==> src/rtl/dac_dbuf_pkg.sv <==
package dac_dbuf_pkg;

    localparam int unsigned LO_W   = 8;
    localparam int unsigned HI_W   = 4;
    localparam int unsigned CODE_W = LO_W + HI_W;

    typedef enum logic [1:0] {
        WM_NONE = 2'd0,
        WM_LO   = 2'd1,
        WM_HI   = 2'd2,
        WM_BOTH = 2'd3
    } wr_mode_e;

    typedef enum logic {
        OR_HOLD  = 1'b0,
        OR_TRACK = 1'b1
    } out_state_e;

endpackage

==> src/rtl/dac_strobe_dec.sv <==
module dac_strobe_dec
    import dac_dbuf_pkg::*;
(
    input  logic clr_n,
    input  logic wr_n,
    input  logic sel_lo_n,
    input  logic sel_hi_n,
    input  logic ld_n,
    output logic open_lo,
    output logic open_hi,
    output logic load_en
);

    wr_mode_e mode;

    // classify the write at this edge; clear overrides everything
    always_comb begin
        mode = WM_NONE;
        if (clr_n && !wr_n) begin
            unique case ({sel_hi_n, sel_lo_n})
                2'b00:   mode = WM_BOTH;
                2'b10:   mode = WM_LO;
                2'b01:   mode = WM_HI;
                default: mode = WM_NONE;
            endcase
        end
    end

    always_comb begin
        open_lo = 1'b0;
        open_hi = 1'b0;
        unique case (mode)
            WM_BOTH: begin open_lo = 1'b1; open_hi = 1'b1; end
            WM_LO:   open_lo = 1'b1;
            WM_HI:   open_hi = 1'b1;
            default: ;
        endcase
    end

    assign load_en = clr_n && !ld_n;

    always_comb begin
        if (clr_n && (wr_n || (sel_lo_n && sel_hi_n)))
            assert (!open_lo && !open_hi);
    end

endmodule

==> src/rtl/dac_hold_reg.sv <==
module dac_hold_reg #(
    parameter int unsigned W = 8
) (
    input  logic         clk,
    input  logic         arst_n,
    input  logic         open_en,
    input  logic [W-1:0] d,
    output logic [W-1:0] q,
    output logic [W-1:0] q_next
);

    assign q_next = open_en ? d : q;

    always_ff @(posedge clk or negedge arst_n) begin
        if (!arst_n) q <= '0;
        else         q <= q_next;
    end

    AST_HOLD_CLOSED: assert property (@(posedge clk) disable iff (!arst_n)
        !open_en |=> $stable(q));

    AST_OPEN_TRACK: assert property (@(posedge clk) disable iff (!arst_n)
        open_en |=> (q == $past(d)));

endmodule

==> src/rtl/dac_code_reg.sv <==
module dac_code_reg
    import dac_dbuf_pkg::*;
#(
    parameter int unsigned W = 12
) (
    input  logic         clk,
    input  logic         arst_n,
    input  logic         load_en,
    input  logic [W-1:0] d,
    output logic [W-1:0] code,
    output logic         code_upd
);

    out_state_e   st_q, st_d;
    logic [W-1:0] code_d;
    logic         upd_d;

    // state register
    always_comb st_d = load_en ? OR_TRACK : OR_HOLD;

    always_ff @(posedge clk or negedge arst_n) begin
        if (!arst_n) st_q <= OR_HOLD;
        else         st_q <= st_d;
    end

    // outputs
    always_comb begin
        code_d = code;
        upd_d  = 1'b0;
        unique case (st_d)
            OR_TRACK: begin
                code_d = d;
                upd_d  = (d != code);
            end
            OR_HOLD: ;
            default: ;
        endcase
    end

    always_ff @(posedge clk or negedge arst_n) begin
        if (!arst_n) begin
            code     <= '0;
            code_upd <= 1'b0;
        end else begin
            code     <= code_d;
            code_upd <= upd_d;
        end
    end

    AST_LOAD_HOLD: assert property (@(posedge clk) disable iff (!arst_n)
        !load_en |=> $stable(code));

    AST_UPD_CHANGE: assert property (@(posedge clk) disable iff (!arst_n)
        code_upd |-> (code != $past(code)));

    AST_UPD_AFTER_LOAD: assert property (@(posedge clk) disable iff (!arst_n)
        code_upd |-> (st_q == OR_TRACK));

endmodule

==> src/rtl/dac_dbuf_reg.sv <==
module dac_dbuf_reg
    import dac_dbuf_pkg::*;
(
    input  logic              clk,
    input  logic              por_n,
    input  logic              clr_n,
    input  logic              wr_n,
    input  logic              sel_lo_n,
    input  logic              sel_hi_n,
    input  logic              ld_n,
    input  logic [CODE_W-1:0] din,
    output logic [CODE_W-1:0] code,
    output logic              code_upd
);

    logic              arst_n;
    logic              open_lo, open_hi, load_en;
    logic [LO_W-1:0]   lo_q, lo_next;
    logic [HI_W-1:0]   hi_q, hi_next;

    assign arst_n = por_n & clr_n;

    dac_strobe_dec i_dec (
        .clr_n    (clr_n),
        .wr_n     (wr_n),
        .sel_lo_n (sel_lo_n),
        .sel_hi_n (sel_hi_n),
        .ld_n     (ld_n),
        .open_lo  (open_lo),
        .open_hi  (open_hi),
        .load_en  (load_en)
    );

    dac_hold_reg #(.W(LO_W)) i_hold_lo (
        .clk     (clk),
        .arst_n  (arst_n),
        .open_en (open_lo),
        .d       (din[LO_W-1:0]),
        .q       (lo_q),
        .q_next  (lo_next)
    );

    dac_hold_reg #(.W(HI_W)) i_hold_hi (
        .clk     (clk),
        .arst_n  (arst_n),
        .open_en (open_hi),
        .d       (din[CODE_W-1:LO_W]),
        .q       (hi_q),
        .q_next  (hi_next)
    );

    dac_code_reg #(.W(CODE_W)) i_code (
        .clk      (clk),
        .arst_n   (arst_n),
        .load_en  (load_en),
        .d        ({hi_next, lo_next}),
        .code     (code),
        .code_upd (code_upd)
    );

    AST_TRANSPARENT: assert property (@(posedge clk) disable iff (!por_n || !clr_n)
        (!wr_n && !sel_lo_n && !sel_hi_n && !ld_n) |=> (code == $past(din)));

    AST_LO_ONLY: assert property (@(posedge clk) disable iff (!por_n || !clr_n)
        (!wr_n && !sel_lo_n && sel_hi_n) |=> (hi_q == $past(hi_q)));

    AST_HI_ONLY: assert property (@(posedge clk) disable iff (!por_n || !clr_n)
        (!wr_n && sel_lo_n && !sel_hi_n) |=> (lo_q == $past(lo_q)));

    AST_CLEAR_ZERO: assert property (@(posedge clk) disable iff (!por_n)
        !clr_n |-> (code == '0 && !code_upd && lo_q == '0 && hi_q == '0));

    AST_POR_ZERO: assert property (@(posedge clk)
        !por_n |-> (code == '0 && !code_upd));

endmodule

==> config.mk <==
export PLATFORM = sky130hd
export DESIGN_NAME = dac_dbuf_reg
export DESIGN_NICKNAME = d
export VERILOG_FILES = /design/src/rtl/dac_dbuf_pkg.sv /design/src/rtl/dac_strobe_dec.sv /design/src/rtl/dac_hold_reg.sv /design/src/rtl/dac_code_reg.sv /design/src/rtl/dac_dbuf_reg.sv
export SDC_FILE = /design/constraint.sdc
export NUM_CORES = 1
export LEC_CHECK = 0
export ABC_AREA = 1
export BUFFER_PORTS_ARGS = -buffer_cell sky130_fd_sc_hd__buf_4
export CORE_MARGIN = 1.5
export CORE_UTILIZATION = 52
export CTS_CLUSTER_SIZE = 20
export DETAILED_ROUTE_END_ITERATION = 12
export HOLD_SLACK_MARGIN = 0.03
export PLACE_DENSITY = 0.78
export SETUP_SLACK_MARGIN = 0.4
export SLEW_MARGIN = 20
export SYNTH_ARGS = -nofsm -noshare
export SYNTH_HDL_FRONTEND = slang
export SYNTH_SLANG_ARGS = --single-unit
==> constraint.sdc <==
create_clock -name clk -period 1.45 [get_ports clk]
set_clock_uncertainty 0.1 [all_clocks]
set_input_delay 0.29 -clock clk [delete_from_list [all_inputs] [get_ports clk]]
set_output_delay 0.29 -clock clk [all_outputs]
set_load 0.02 [all_outputs]
==> summary.txt, run 1 <==
Timing
  • Setup violations, final: 0
  • Final setup TNS: 0 ns
  • Final setup margin: 0.0931 ns
  • Maximum achievable frequency: 0.737 GHz
  • Slew headroom: 85.7%
  • RSZ-0062 raised after global routing: yes
  • Hold Vio Cnt, Final: 0
  • Period utilization: 93.6%
  • Worst Hold Margin: 0.142 ns
  • Crit path time final: 1.36 ns
  • Slew @ Worst Pin: 0.213 ns
  • Pins Over Slew Limit: 0

Clock network
  • Clk slew on worst S/H paths: 0.15 ns
  • TritonCTS clock tree: built
  • Cts bufs inserted: 3
  • Max Buffers Root-to-Sink: 2
  • CTS root buf: clkbuf_4
  • Clk sinks: 25
  • H-tree depth: 1
  • Clock latency on the worst-skew pair: 0.34 ns

Yosys
  • Synth Area per Inst: 7.47 µm²
  • Post-synthesis sequential area ratio: 48.1%
  • Post-Synth Adder-Cell Area: 0%
  • Synth cell types: 17
  • Post-synthesis compound-gate area fraction: 5.87%
  • Post-synthesis mux area share: 0%
  • Yosys reg bits: 25
  • Synth area leader: dfrtp_1
  • Simple-Gate Fraction of Synth Area: 36.7%
  • Post-Syn Instances: 174
  • Net Count, Synth: 193
  • Synth area leaders: dfrtp_1 48%, nand2_1 18%, nand3_1 9.2%
  • Synth Cell Area: 1300 µm²
  • Top-area cell type share of the netlist area: 48.1%
  • Largest family of logic cells by synthesized area: simple AND/OR/NAND/NOR gates
  • Yosys warning count: 0
  • Post-Synth XOR/XNOR Area: 0%

Worst setup path
  • Crit. End Element: register
  • Worst r2r src: i_code.code[2]
  • Reg2reg setup slack: 0.09 ns
  • Crit path launch: i_code.code[2]
  • Crit Path Max Fanout: 3
  • R2R depth: 8
  • CP Data Arrival Time: 1.50 ns
  • Type of origin of the critical path: register
  • Critical path required time: 1.60 ns
  • Crit Reg-Reg Endpoint: i_code.code_upd
  • Critical path destination: i_code.code_upd
  • CP Class: register to register

Detailed routing
  • Final wirelength: 5060 µm
  • Wire per inst: 18.8 µm
  • Routed Antenna Nets: 0
  • Routed vias/inst: 5.86
  • Vias: 1575
  • Initial DRC Count: 37
  • Initial DRT Pass Iterations: 6
  • Residual DRC: 0

Global route
  • Vias in the first global route: 1431
  • First-pass GRT wire length: 5900 µm
  • Total Routing Usage GR: 29.5%
  • Initial antenna violation count: 0
  • Grt ovf: 0
  • Largest net degree at the start of global routing: 26

Placed design
  • Place WS: -0.149 ns
  • Placer Congestion: 0.772
  • Post-DP HPWL: 2570 µm
  • Port Buffers: 31
  • Post-DP Area: 1780 µm²

Run status
  • Status: finished clean

Worst hold path
  • Hold/Removal Path Class: primary input to asynchronous set/reset pin

Finish
  • Area growth syn-to-layout: 61.6%
  • Commonest non-fill, non-tap cells in the layout: 44 x nand2_1, 41 x buf_4, 25 x dfrtp_1
  • Final net count: 261
  • Layout cells sized above 1: 50.6%
  • Antenna Cells: 0
  • Commonest non-fill, non-tap cell in the layout: nand2_1
  • Fin area: 2100 µm²

Die
  • I/O pin count: 32
  • Die Height: 53 µm
  • Die extent in x: 53 µm
  • Core area: 2280 µm²
  • Initial Util: 57.1%
  • Placement row count: 17
  • DIE AREA: 2810 µm²

Pwr
  • Leak: 1.09 nW
  • PD cells: 1070 nW/µm²
  • Design Power: 0.00225 W
  • Maximum vdd drop: 0.00123 V

Flow run
  • Maxcap violations: 0
[how the worst min path moves through the flow]
stage / startpoint / endpoint / slack [ns]
after floorplan: clr_n / i_code.code[0] / 0.26
after global placement: por_n / i_code.code[9] / 0.23
after detailed placement: por_n / i_code.code[9] / 0.24
after CTS: clr_n / i_code.code[9] / 0.1
after global routing: clr_n / i_hold_hi.q[1] / 0.14
final: clr_n / i_hold_hi.q[0] / 0.14
[Yosys cell counts (all sizes together)]
cell type,n
nor2,8
o21ai,13
nand4,2
nand3,25
buf,2
inv,27
o211ai,1
clkbuf,1
dfrtp,25
nand3b,2
nand2,68
[final cells by class]
| cell class | instances | area, µm² |
|---|---|---|
| clock inverter | 1 | 5.00 |
| inverter | 27 | 116 |
| tap | 28 | 35.0 |
| clock buffer | 3 | 22.5 |
| fill | 86 | 175 |
| timing repair buffer | 64 | 574 |
| multi-input combinational | 121 | 722 |
| sequential | 25 | 626 |
[report_power, final]
part / switching, W / leakage, nW / internal [W]
logic: 0.000530 / 0.753 / 0.000457
clock network: 0.000235 / 0.0177 / 0.000104
registers: 0.000111 / 0.324 / 0.000812
[per-layer routing]
layer | vias to the layer above | track usage, % | wire length [µm]
met1 | 734 | 32.8 | 1760
met3 | 48 | 5.93 | 324
met5 | - | 0 | 0
met2 | 105 | 52.9 | 2590
met4 | 0 | 15.0 | 388
li1 | 688 | - | -
[through the flow]
step	std cells	util [%]
after floorplan	174	-
after global placement	252	78.1
after detailed placement	252	78.1
after CTS	266	87.0
after global routing	269	92.3
final	269	92.3
[worst max-delay path: stages (launching register included)]
cell and delay [ns]:
dfrtp_1 0.43, inv_1 0.08, nand3_1 0.09, nand2_1 0.11, nand2_2 0.08, nor2_2 0.11, nand2_1 0.07, nor2_1 0.11
nor2_1 0.06
[registers in the layout, summed over array words and instances, names as in the netlist]
name,count
i_hold_lo.q,8
i_code.code,12
i_code.code_upd,1
i_hold_hi.q,4
[kinds of logic after synthesis]
family | after synthesis
buf+inv | 30
flops | 25
compound gates | 14
simple gates | 105
[timing repair]
| action | in CTS | in global routing |
|---|---|---|
| hold endpoints to repair | 25 | 0 |
| hold buffers | 1 | 0 |
| setup buffers | 8 | 2 |
| endpoints found under the setup margin | 18 | 23 |
| gates resized for setup | 28 | 34 |
| pin swaps | 13 | 15 |
| cloned | 1 | 1 |
No activity file was read; power rests on OpenSTA's default activity.
==> run 2, diff against run 1 <==
- REMOVE_ABC_BUFFERS: unset -> 1
- SKIP_CTS_REPAIR_TIMING: unset -> 1
==> run 2 against run 1 <==
Flip-flop and latch count unchanged. The run now ends with negative hold slack left. Cell area decreased by 11%. Maximum frequency up 3.6%. Routed wire length shrank 35%. Register-to-register slack improved by 0.11 ns. Largest cell class is now flip-flops and latches. Setup slack better by 0.047 ns. Combinational power fell by 21%. Worst hold slack got worse by 0.31 ns. Sequential share of layout area grew 3.7 points. Cell count is 4.8% lower. Sequential power is 3.1% lower.
==> summary.txt, run 2 (synthesized netlist as in run 1, its figures left out) <==
Run status
  • Status: finished with violations
  • Violated checks: negative hold slack

Finish
  • Biggest regs: i_code.code (12), i_hold_lo.q (8), i_hold_hi.q (4)
  • Fillers: 138 (+60%)
  • Largest register by flop count: i_code.code
  • Antenna Cells: 0 (unchanged)
  • Layout cells sized above 1: 35.5% (-15 points)
  • Commonest non-fill, non-tap cell in the layout: nand2_1
  • Commonest non-fill, non-tap cells in the layout: 58 x nand2_1, 37 x buf_4, 25 x dfrtp_1
  • Area growth syn-to-layout: 43.9%
  • Largest register FFs: 12 (unchanged)
  • Final net count: 248 (-5.0%)

Pwr
  • Clock power share: 16.2% (+1.1 points)
  • Sw power: 0.000708 W (-19%)
  • Maximum vdd drop: 0.00112 V (-8.6%)
  • Sequential share of power: 44.8% (+3.8 points)
  • PD cells: 1070 nW/µm² (-0.41%)
  • Leak: 1.02 nW (-6.9%)
  • Logic pwr share: 39.0% (-4.9 points)
  • Design Power: 0.00199 W (-11%)
  • Internal power: 0.00129 W (-6.3%)
  • Sw frac: 35.5% (-3.5 points)

Clock network
  • Clk slew on worst S/H paths: 0.14 ns (about the same)
  • Cts bufs inserted: 3 (unchanged)
  • Max Buffers Root-to-Sink: 2 (unchanged)
  • TritonCTS clock tree: built
  • CTS root buf: clkbuf_4
  • Clk sinks: 25 (unchanged)
  • Clock latency on the worst-skew pair: 0.33 ns (about the same)
  • H-tree depth: 1 (unchanged)

Global route
  • Total Routing Usage GR: 24.5% (-5.1 points)
  • GR Util met2: 42.3% (-11 points)
  • Gr busiest metal: met2
  • Grt ovf: 0 (unchanged)
  • Met1 Use GR: 32.1% (-0.73 points)
  • Largest net degree at the start of global routing: 26 (unchanged)
  • Initial antenna violation count: 0 (unchanged)
  • First-pass GRT wire length: 5050 µm (-14%)
  • Met3 Use GR: 4.24% (-1.7 points)
  • Vias in the first global route: 1179 (-18%)

Die
  • Die Height: 53 µm (unchanged)
  • I/O pin count: 32 (unchanged)
  • Core area: 2280 µm² (unchanged)
  • Initial Util: 57.1% (unchanged)
  • Die extent in x: 53 µm (unchanged)
  • Placement row count: 17 (unchanged)
  • DIE AREA: 2810 µm² (unchanged)

Detailed routing
  • Routed Antenna Nets: 0 (unchanged)
  • Vias: 1333 (-15%)
  • Final wirelength: 3300 µm (-35%)
  • Wire per inst: 12.9 µm (-31%)
  • Initial DRC Count: 30 (-19%)
  • Initial DRT Pass Iterations: 4 (-2)
  • Residual DRC: 0 (unchanged)
  • Routed vias/inst: 5.21 (-11%)

Timing
  • Maximum achievable frequency: 0.764 GHz (+3.6%)
  • Worst Hold Margin: -0.169 ns (-0.311 ns)
  • Pins Over Slew Limit: 0 (unchanged)
  • Setup violations, final: 0 (unchanged)
  • Slew @ Worst Pin: 0.376 ns (+0.164 ns)
  • Crit path time final: 1.31 ns (-0.0473 ns)
  • RSZ-0062 raised after global routing: yes
  • Period utilization: 90.3% (-3.3 points)
  • Slew headroom: 74.9% (-11 points)
  • Hold Vio Cnt, Final: 8 (+8)

Worst setup path
  • Crit path max-delay family: flip-flops
  • Slowest cell on the critical path: dfrtp_1
  • CP Class: register to output port
  • CP Data Arrival Time: 0.92 ns (-0.58 ns)
  • Worst Path Buf+Inv: 1 (unchanged)
  • CP peak stage delay: 0.44 ns (about the same)
  • Cell Chain, Critical Path: buf_6
  • Crit Path Max Fanout: 3 (unchanged)
  • Type of origin of the critical path: register
  • Critical path required time: 1.06 ns (-0.54 ns)
  • Crit path launch: i_code.code[2]
  • Crit. End Element: output port
  • Worst r2r src: i_code.code[6]

Flow run
  • Maxcap violations: 0 (unchanged)

Worst hold path
  • Hold/Removal Path Class: primary input to asynchronous set/reset pin

Placed design
  • Port Buffers: 31 (unchanged)
  • Post-DP HPWL: 2210 µm (-14%)
  • Placer Congestion: 0.755 (-2.1%)
run 2: cell types whose count changed in the layout (fill, tap and decap cells not counted), moves of 3 or more:
cell and change:
buf_4 -4, buf_6 -7, inv_1 +7, inv_2 -6, nand2_1 +14, nand2_2 -11
nand2_4 -3, nand3_1 +5, nand3_2 -4, o21ai_0 +7, o21ai_1 -7
run 2: stage by stage:
stage / std cells / worst slack (ns) / utilization (%) / instance area, µm² / TNS (ns)
2_1_floorplan: 171 / -0.0248 / - / 1280 / -0.0248
3_3_place_gp: 243 / -0.241 / 72.8 / 1660 / -0.360
3_5_place_dp: 243 / -0.265 / 72.8 / 1660 / -0.410
4_1_cts: 247 / 0.0821 / 74.0 / 1680 / 0
5_1_grt: 256 / 0.102 / 82.2 / 1870 / 0
6_report: 256 / 0.140 / 82.2 / 1870 / 0
run 2: final cells by class:
class / instances / area (µm²) / area share (%)
clock buffers: 4 / 26.3 / 1.40
inverters: 27 / 111 / 5.95
multi-input cells: 120 / 617 / 33.0
flip-flops and latches: 25 / 626 / 33.4
well taps: 28 / 35.0 / 1.87
repair buffers: 52 / 455 / 24.3
run 2: routing by layer:
| metal | share of wire, % | up-vias |
|---|---|---|
| met5 | 0 | - |
| met4 | 2.1 | 0 |
| met3 | 4.3 | 9 |
| met2 | 51 | 45 |
| li1 | - | 658 |
| met1 | 43 | 621 |
run 2: power groups by stage:
stage	combinational, W	sequential (W)	clock, W
6_report	0.000778	0.000893	0.000324
5_1_grt	0.000857	0.000903	0.000356
4_1_cts	0.000665	0.000880	0.000321
3_5_place_dp	0.000662	0.000894	0
3_3_place_gp	0.000643	0.000888	0
2_1_floorplan	0.000316	0.000959	0
run 2: worst paths after layout:
kind / end / slack, ns / cells after the start
min in group clk: i_hold_lo.q[5] / 0.11 / 3
worst max register to register: i_code.code_upd / 0.20 / 8
worst min register to register: i_hold_lo.q[0] / 0.44 / 2
worst min-delay path: i_hold_hi.q[1] / -0.17 / 3
worst max-delay path: code[2] / 0.14 / 1
max in group asynchronous: i_code.code[11] / 0.86 / 4
==> run 3, diff against run 2 <==
- CORE_UTILIZATION: 52 -> 50
- PLACE_DENSITY: 0.78 -> 0.77
- SYNTH_HIERARCHICAL: unset -> 1
==> run 3 against run 2 <==
The flow now finishes without violations. Sequential share of layout area rose by 0.25 points. Die area is 6.3% lower. Count of clock-buffer cells in the layout decreased by 1. Cell area decreased by 0.74%. Via count fell by 12%. Setup slack worse by 0.055 ns. Area after synthesis is 10% lower. Synthesized cell count is 9.2% lower. First-iteration DRC count down 40%. Worst hold slack gained 0.27 ns. Sequential power about the same. Critical endpoint is now i_code/code_upd.
==> summary.txt, run 3 <==
Pwr
  • Maximum vdd drop: 0.000978 V (-13%)
  • PD cells: 1120 nW/µm² (+4.8%)
  • Leak: 1.02 nW (+0.54%)

Timing
  • Maximum achievable frequency: 0.733 GHz (-4.0%)
  • Hold Vio Cnt, Final: 0 (-8)
  • RSZ-0062 raised after global routing: yes
  • Setup violations, final: 0 (unchanged)
  • Crit path time final: 1.36 ns (+0.0551 ns)
  • Period utilization: 94.1% (+3.8 points)
  • Slew headroom: 78.9% (+4.1 points)
  • Pins Over Slew Limit: 0 (unchanged)
  • Worst Hold Margin: 0.101 ns (+0.270 ns)
  • Slew @ Worst Pin: 0.315 ns (-0.0617 ns)

Yosys
  • Post-synthesis sequential area ratio: 53.6% (+5.5 points)
  • Post-synth EDFFs: 0 (unchanged)
  • Synth area leader: dfrtp_1
  • Synth area leaders: dfrtp_1 54%, nand2_1 28%, inv_1 6.4%
  • Synth Flop Type: dfrtp_1
  • Top-area cell type share of the netlist area: 53.6% (+5.5 points)
  • Synth Cell Area: 1170 µm² (-10%)
  • Fraction of registers with async set/reset: 100% (unchanged)
  • Synth Area per Inst: 7.38 µm² (-1.2%)
  • Post-Syn Instances: 158 (-9.2%)
  • Synth cell types: 10 (-7)
  • Yosys reg bits: 25 (unchanged)
  • Count leader, synth: nand2_1
  • Yosys warning count: 6 (+6)
  • Post-synth top cells: 86 x nand2_1, 25 x dfrtp_1, 20 x inv_1, 9 x nor2_1, 8 x o21ai_0

Detailed routing
  • Residual DRC: 0 (unchanged)
  • DR top layer: met4
  • Initial DRC Count: 18 (-40%)
  • Routed vias/inst: 4.80 (-7.7%)
  • Met2 WL: 1730 µm (+3.1%)
  • Vias: 1177 (-12%)
  • Initial DRT Pass Iterations: 4 (unchanged)
  • Wl on met1: 1290 µm (-8.7%)
  • Routed Antenna Nets: 0 (unchanged)
  • Wire per inst: 13.0 µm (+0.66%)
  • Final wirelength: 3180 µm (-3.7%)
  • Met3 WL: 112 µm (-21%)

Finish
  • Antenna Cells: 0 (unchanged)
  • Multi-input logic area: 554 µm² (-10%)
  • Register cell area after layout: 626 µm² (unchanged)
  • Fillers: 137 (-0.72%)
  • Commonest non-fill, non-tap cells in the layout: 62 x nand2_1, 35 x buf_4, 25 x dfrtp_1
  • Largest register FFs: 12 (unchanged)
  • Final net count: 237 (-4.4%)
  • Biggest regs: i_code/code (12), i_hold_lo/q (8), i_hold_hi/q (4)
  • Fin util: 83.9% (+1.7 points)
  • Layout cells sized above 1: 42.4% (+6.9 points)
  • Largest register by flop count: i_code/code
  • Area growth syn-to-layout: 59.2%
  • Commonest non-fill, non-tap cell in the layout: nand2_1

Global route
  • Vias in the first global route: 1035 (-12%)
  • First-pass GRT wire length: 4210 µm (-17%)
  • Total Routing Usage GR: 21.5% (-3.0 points)
  • Grt ovf: 0 (unchanged)
  • Largest net degree at the start of global routing: 16 (-38%)
  • Initial antenna violation count: 0 (unchanged)

Die
  • Initial Util: 52.7% (-4.4 points)
  • Die Height: 51.3 µm (-3.2%)
  • Core area: 2210 µm² (-2.8%)
  • Placement row count: 17 (unchanged)
  • I/O pin count: 32 (unchanged)
  • DIE AREA: 2630 µm² (-6.3%)
  • Die extent in x: 51.3 µm (-3.2%)

Flow run
  • Maxcap violations: 0 (unchanged)

Placed design
  • Post-DP HPWL: 1890 µm (-14%)
  • Placer Congestion: 0.767 (+1.5%)
  • Port Buffers: 31 (unchanged)

Clock network
  • Max Buffers Root-to-Sink: 2 (unchanged)
  • Clk slew on worst S/H paths: 0.14 ns (about the same)
  • Clk sinks: 25 (unchanged)
  • Clock latency on the worst-skew pair: 0.32 ns (about the same)
  • TritonCTS clock tree: built
  • CTS root buf: clkbuf_4
  • H-tree depth: 1 (unchanged)
  • Cts bufs inserted: 3 (unchanged)

Run status
  • Status: finished clean

Worst setup path
  • Slowest cell on the critical path: nor2_1
  • Crit. End Element: register
  • Critical path required time: 1.57 ns (+0.51 ns)
  • Cell Chain, Critical Path: buf_6, inv_4, nand2_4, nor2_4, buf_6, buf_6, buf_6, nand2_4, nand2_4, xnor2_2, nand2_1, nor2_1, a21oi_1
  • CP Class: primary input to register
  • CP Data Arrival Time: 1.49 ns (+0.57 ns)
  • Reg2reg setup slack: 0.20 ns (about the same)
  • Type of origin of the critical path: primary input
  • Worst Path Buf+Inv: 5 (+4)
  • Most used cell, CP: buf_6
  • Crit Path Max Fanout: 8 (+5)
  • Crit path max-delay family: simple AND/OR/NAND/NOR gates
  • CP peak stage delay: 0.15 ns (-0.29 ns)

Worst hold path
  • Hold/Removal Path Class: primary input to register
-- run 3: cell types whose count changed in the layout (fill, tap and decap cells not counted), moves of 3 or more --
cell     before  now
nand2_1      58   62
nand3_1      18    0
inv_1        22   19
nand3_2       6    0
buf_6        14   21
nand2_4       1    6
o21ai_0      11    6
nand2_2       9   18
-- run 3: power by group --
group / switching [W] / internal, W
combinational: 0.000432 / 0.000421
sequential: 0.0000825 / 0.000811
clock: 0.000222 / 0.000106
total: 0.000737 / 0.00134
-- run 3: final timing paths --
path | depth (start not counted) | startpoint | to
max | 13 | wr_n | i_code/code_upd
min | 3 | din[10] | i_hold_hi/q[2]
max reg2reg | 8 | i_hold_lo/q[6] | i_code/code_upd
min reg2reg | 2 | i_hold_lo/q[7] | i_hold_lo/q[7]
max in group asynchronous | 6 | clr_n | i_code/code_upd
min in group asynchronous | 5 | por_n | i_hold_hi/q[0]
-- run 3: kinds of logic after synthesis --
| logic type | share of synthesized area, % |
|---|---|
| AND/OR/NAND/NOR | 30.6 |
| XOR/XNOR | 3.00 |
| flip-flops | 53.6 |
| buffers and inverters | 8.91 |
| AO/OA/AOI/OAI | 3.86 |
-- run 3: worst min-delay path: stages --
cell and delay (ns):
buf_4 0.08, nand2_2 0.06, nand2_4 0.07
-- run 3: through the flow --
stage	cell area (µm²)	worst slack (ns)	setup TNS, ns	total power (W)	std cells
6_report	1860	0.0853	0	0.00207	245
5_1_grt	1860	-0.00137	-0.00137	0.00219	245
4_1_cts	1560	0.114	0	0.00183	233
3_5_place_dp	1530	-0.256	-0.288	0.00150	229
3_3_place_gp	1530	-0.200	-0.200	0.00149	229
2_1_floorplan	1140	-0.146	-0.209	0.00124	155
-- run 3: cell type report --
cell class | instances | share of cell area (%)
multi-input cells | 108 | 29.9
inverters | 22 | 4.99
clock inverters | 1 | 0.404
repair buffers | 58 | 28.0
clock buffers | 3 | 1.21
flip-flops and latches | 25 | 33.7
well taps | 28 | 1.89
-- run 3: per-layer routing --
| layer | global-route usage, % | up-vias |
|---|---|---|
| li1 | - | 581 |
| met1 | 25.9 | 561 |
| met2 | 38.5 | 29 |
| met3 | 3.51 | 6 |
| met4 | 7.89 | 0 |
| met5 | 0 | - |
